==> config.mk <==
export PLATFORM = sky130hd
export DESIGN_NAME = ileave_decoder
export DESIGN_NICKNAME = d
export VERILOG_FILES = /design/src/rtl/ileave_decoder.sv
export SDC_FILE = /design/constraint.sdc
export NUM_CORES = 1
export LEC_CHECK = 0
export ABC_AREA = 0
export CAP_MARGIN = 20
export CELL_PAD_IN_SITES_DETAIL_PLACEMENT = 0
export CELL_PAD_IN_SITES_GLOBAL_PLACEMENT = 1
export CORE_ASPECT_RATIO = 1.75
export CORE_MARGIN = 1.5
export CORE_UTILIZATION = 39
export DETAILED_ROUTE_END_ITERATION = 10
export GPL_ROUTABILITY_DRIVEN = 0
export GPL_TIMING_DRIVEN = 0
export PLACE_DENSITY = 0.88
export SETUP_SLACK_MARGIN = 0.1
export SLEW_MARGIN = 20
export SYNTH_ARGS = -nofsm -noshare
export SYNTH_HDL_FRONTEND = slang
export SYNTH_SLANG_ARGS = --single-unit
==> constraint.sdc <==
create_clock -name clk -period 3.1 [get_ports clk]
set_input_delay 0.62 -clock clk [delete_from_list [all_inputs] [get_ports clk]]
set_output_delay 0.62 -clock clk [all_outputs]
set_load 0.01 [all_outputs]
==> src/rtl/ileave_decoder.sv <==
module ileave_decoder #(
  parameter int ADDR_W = 48,
  parameter int GRAN_W = 4,
  parameter int WAYS_W = 4
) (
  input  logic              clk,
  input  logic              rst_n,
  input  logic              wr_en,
  input  logic [1:0]        wr_sel,
  input  logic [31:0]       wr_data,
  input  logic              lk_valid,
  input  logic [ADDR_W-1:0] lk_addr,
  output logic              res_valid,
  output logic              res_hit,
  output logic [7:0]        res_port
);
  localparam int BASE_SHIFT = 8;
  localparam int COMMIT_BIT = GRAN_W + WAYS_W;
  localparam int MAX_WAYS   = 3;

  logic              commit_q;
  logic [GRAN_W-1:0] gran_q;
  logic [WAYS_W-1:0] ways_q;
  logic [31:0]       tl_lo_q, tl_hi_q;

  always_ff @(posedge clk) begin
    if (!rst_n) begin
      commit_q <= 1'b0;
      gran_q   <= '0;
      ways_q   <= '0;
      tl_lo_q  <= '0;
      tl_hi_q  <= '0;
    end else if (wr_en) begin
      if (!commit_q) begin
        case (wr_sel)
          2'd0: begin
            gran_q   <= wr_data[GRAN_W-1:0];
            ways_q   <= wr_data[GRAN_W +: WAYS_W];
            commit_q <= wr_data[COMMIT_BIT];
          end
          2'd1: tl_lo_q <= wr_data;
          2'd2: tl_hi_q <= wr_data;
          default: ;
        endcase
      end else if (wr_sel == 2'd0 && !wr_data[COMMIT_BIT]) begin
        commit_q <= 1'b0;
      end
    end
  end

  logic [ADDR_W-1:0] granule;
  logic [2:0]        way_mask, slot;
  logic [63:0]       tlist;
  logic              ways_ok;

  assign granule  = lk_addr >> (BASE_SHIFT + int'(gran_q));
  assign ways_ok  = int'(ways_q) <= MAX_WAYS;
  assign way_mask = 3'((4'b1 << ways_q[1:0]) - 4'b1);
  assign slot     = granule[2:0] & way_mask;
  assign tlist    = {tl_hi_q, tl_lo_q};

  always_ff @(posedge clk) begin
    if (!rst_n) begin
      res_valid <= 1'b0;
      res_hit   <= 1'b0;
      res_port  <= '0;
    end else begin
      res_valid <= lk_valid;
      res_hit   <= lk_valid && commit_q && ways_ok;
      res_port  <= (lk_valid && commit_q && ways_ok) ? tlist[slot*8 +: 8] : 8'd0;
    end
  end


  lookup_latency_chk: assert property (@(posedge clk) disable iff (!rst_n)
    lk_valid |=> res_valid);

  idle_quiet_chk: assert property (@(posedge clk) disable iff (!rst_n)
    !lk_valid |=> !res_valid && !res_hit);

  uncommitted_miss_chk: assert property (@(posedge clk) disable iff (!rst_n)
    lk_valid && !commit_q |=> !res_hit);

  miss_port_zero_chk: assert property (@(posedge clk) disable iff (!rst_n)
    !res_hit |-> res_port == 8'd0);

  bad_ways_miss_chk: assert property (@(posedge clk) disable iff (!rst_n)
    lk_valid && int'(ways_q) > MAX_WAYS |=> !res_hit);

  frozen_list_chk: assert property (@(posedge clk) disable iff (!rst_n)
    commit_q && wr_en && wr_sel != 2'd0 |=> $stable(tl_lo_q) && $stable(tl_hi_q));
endmodule

==> results.cfg, run 1 <==
[setup_path]
critPathCapture = res_port[5]$_SDFF_PN0_
startpoint = lk_addr[23]
worst_setup_path_start_kind = input port
crit_fanout = 8
worst-r2r-setup-slack_ns = 0.52
slowest_stage = o21ai_1
reg2reg_from = gran_q[1]$_SDFFE_PN0P_
critical_path_class = input port to flip-flop
arrival_ns = 2.96
crit_path_cell_trace = clkdlybuf4s50_1 -> mux4_2 -> o2111ai_2 -> nand2_1 -> o21ai_1 -> o21ai_0 -> and3_1
end_kind = flip-flop
r2r_cells = 7
slowest_delay_ns = 0.52
reg2reg_to = res_port[5]$_SDFF_PN0_
cp_data_required_time_ns = 3.33

[cts]
cts-buffers-inserted = 9
cts_buffer_depth = 2
path_clk_slew_ns = 0.06
cts-htree-levels = 3
clk_latency_ns = 0.34
post-cts-setup-buffers = 0
cts_tree = yes
cts_hold_buf = 0
cts.sink_count = 83
ctsResizeCount = 0
cts_root_buffer = clkbuf_16

[sta]
worst_slack_ns = 0.370
hold_violations = 0
finalSetupViolations = 0
grt_setup_unrepaired = no
period_minus_slack_ns = 2.73
finClkSkew_ns = 0.00515
fin_tns_setup_ns = 0
slew_headroom_pct = 35.3
worst_slew_pin_slew_ns = 0.968
finalCritPeriodShare_pct = 88.1
max_freq_mhz = 366
slew_viol_final = 0

[finish]
antenna_cells = 0
areaGrowthSynthToFinish_pct = 28.0
fill_cells = 946
num-nets-final = 623
drive_gt1_share_pct = 6.09

[drt]
ant_nets = 0
drt_wl_total_mm = 11.5
first_pass_iters = 4
wl_per_cell_um = 17.3
drc_errors = 0
viasPerCell = 5.19
vias = 3464
drt_iter0_drc = 197

[logic_synthesis]
synth.ff_latch_count = 83
syn_area_per_cell_um2 = 8.52
synthFlopType = dfxtp_1
synth_area_mm2 = 0.00393
synth-edff-count = 0
synthArstFlopShare_pct = 0
yosys.area.top_type_share_pct = 42.3
yosysWarnings = 0
synth_cells = 461
synth_nets = 547
seq_area_frac_synth_pct = 42.3
yosysUniqueCellTypes = 37
synth_top_area_cell = dfxtp_1
synth_area_leaders = dfxtp_1 42%, nand2_1 15%, a21boi_0 14%, mux2i_1 11%, clkbuf_1 2.1%

[global_routing]
grt_antenna_before_repair = 0
grt_pass1_vias = 3474
grt_pass1_wl_mm = 17.8
grt_overflow_total = 0
grt_max_degree = 13
track_usage_pct = 22.4

[status]
status = complete, no violations

[floorplan]
die_h_um = 136
core_mm2 = 0.00985
dieArea_mm2 = 0.0107
die_x_um = 78.9
design.portCount = 96
num_rows = 48
start_util_pct = 39.9

[job]
drv_cap = 0

[place]
place_hpwl_mm = 8.50
dp_slack_ns = 0.0731
place.port_buffers = 65

[worst_hold_path]
worst_hold_path_type = flip-flop to flip-flop
hp-start = tl_lo_q[25]$_SDFFE_PN0P_

[power_and_ir_drop]
ir_drop_mv = 0.386
p_per_area_mw_per_mm2 = 485
leakagePower_nw = 1.96
-- worst max-delay path, delay by kind of cell --
family          cells  cell delay [ns]
buf+inv             1             0.43
mux                 1             0.48
compound gates      3             1.08
simple gates        2             0.35
-- routing by layer --
layer / GRT usage, % / share of wire, % / routed length, µm / vias up
li1: - / - / - / 1726
met1: 22.5 / 38 / 4400 / 1625
met2: 43.4 / 54 / 6230 / 91
met3: 3.37 / 4.2 / 480 / 22
met4: 11.4 / 3.6 / 414 / 0
met5: 0 / 0 / 0 / -
-- kinds of logic after synthesis --
family	share of synthesized area, %
DFF	42.3
muxes	12.8
and+or+nand+nor	20.2
buffers and inverters	4.08
AOI/OAI and AO/OA	20.6
-- report_power, final --
| group | switching [mW] | internal (mW) | total [mW] | leakage [nW] |
|---|---|---|---|---|
| Clock | 0.414 | 0.630 | 1.04 | 0.146 |
| Sequential | 0.0188 | 1.10 | 1.12 | 0.674 |
| Combinational | 0.137 | 0.141 | 0.278 | 1.14 |
| Total | 0.570 | 1.87 | 2.44 | 1.96 |
-- how the worst min path moves through the flow --
| stage | to | slack (ns) | cells past startpoint |
|---|---|---|---|
| 4_1_cts | tl_hi_q[14]$_SDFFE_PN0P_ | 0.46 | 2 |
| 3_3_place_gp | tl_hi_q[24]$_SDFFE_PN0P_ | 0.45 | 2 |
| 6_report | tl_lo_q[25]$_SDFFE_PN0P_ | 0.46 | 2 |
| 5_1_grt | tl_hi_q[8]$_SDFFE_PN0P_ | 0.48 | 2 |
| 3_5_place_dp | tl_hi_q[14]$_SDFFE_PN0P_ | 0.46 | 2 |
| 2_1_floorplan | tl_hi_q[10]$_SDFFE_PN0P_ | 0.44 | 2 |
-- cells in the final DEF (no fill, tap or decap), types with 2 or more instances in the layout --
| cell type | instances |
|---|---|
| clkbuf_16 | 9 |
| mux2_2 | 3 |
| a21boi_0 | 73 |
| buf_2 | 2 |
| nor3b_1 | 2 |
| nand2_1 | 158 |
| a21oi_2 | 2 |
| clkdlybuf4s50_1 | 65 |
| nor2b_1 | 3 |
| clkbuf_1 | 24 |
| nand2b_1 | 3 |
| and3_1 | 9 |
| dfxtp_1 | 83 |
| nor2_1 | 7 |
| a22oi_1 | 10 |
| nor3_1 | 2 |
| o21ai_0 | 8 |
| mux2i_1 | 42 |
| o21ai_1 | 2 |
| clkbuf_8 | 4 |
| buf_6 | 5 |
| inv_1 | 3 |
| nand3_1 | 3 |
| and2_1 | 2 |
| nand3b_1 | 2 |
-- flip-flops by register name, indices dropped and copies added, names as in the netlist, named ones only --
register   count
ways_q         4
tl_lo_q       32
res_port       8
res_valid      1
res_hit        1
gran_q         4
tl_hi_q       32
-- metrics by stage --
step | instances | utilization [%] | total power [mW] | hold WS, ns | cell area [µm²]
finish | 667 | 51.1 | 2.44 | 0.462 | 5030
global route | 667 | 51.1 | 2.52 | 0.482 | 5030
CTS | 667 | 51.1 | 2.45 | 0.465 | 5030
detailed placement | 651 | 48.1 | 1.42 | 0.457 | 4740
global placement | 651 | 48.1 | 1.41 | 0.449 | 4740
floorplan | 461 | - | 1.28 | 0.443 | 3930
-- cells in the mapped netlist, types with 3 or more instances --
cell and count:
a22oi_1 10, nor2_1 7, and3_1 9, nor2b_1 3
mux2_2 3, inv_1 3, nand3_1 3, clkbuf_1 22
nand2_1 158, dfxtp_1 83, buf_6 5, o21ai_0 8
nand2b_1 3, mux2i_1 42, a21boi_0 73
-- layout make-up --
class | count | area, µm² | share of cell area (%)
multi-input cells | 346 | 2110 | 41.9
flip-flops and latches | 83 | 1660 | 33.0
repair buffers | 65 | 651 | 12.9
clock buffers | 15 | 288 | 5.72
well taps | 125 | 156 | 3.11
plain buffers | 29 | 149 | 2.96
inverters | 3 | 11.3 | 0.224
clock inverters | 1 | 5.00 | 0.0995
Note: power is estimated with default switching activity, not from simulation.
==> inputs of run 2 (changes only) <==
- CAP_MARGIN: 20 -> 30
==> results of run 2 <==
The final DEF is identical to that of run 1; final timing and power are the same.
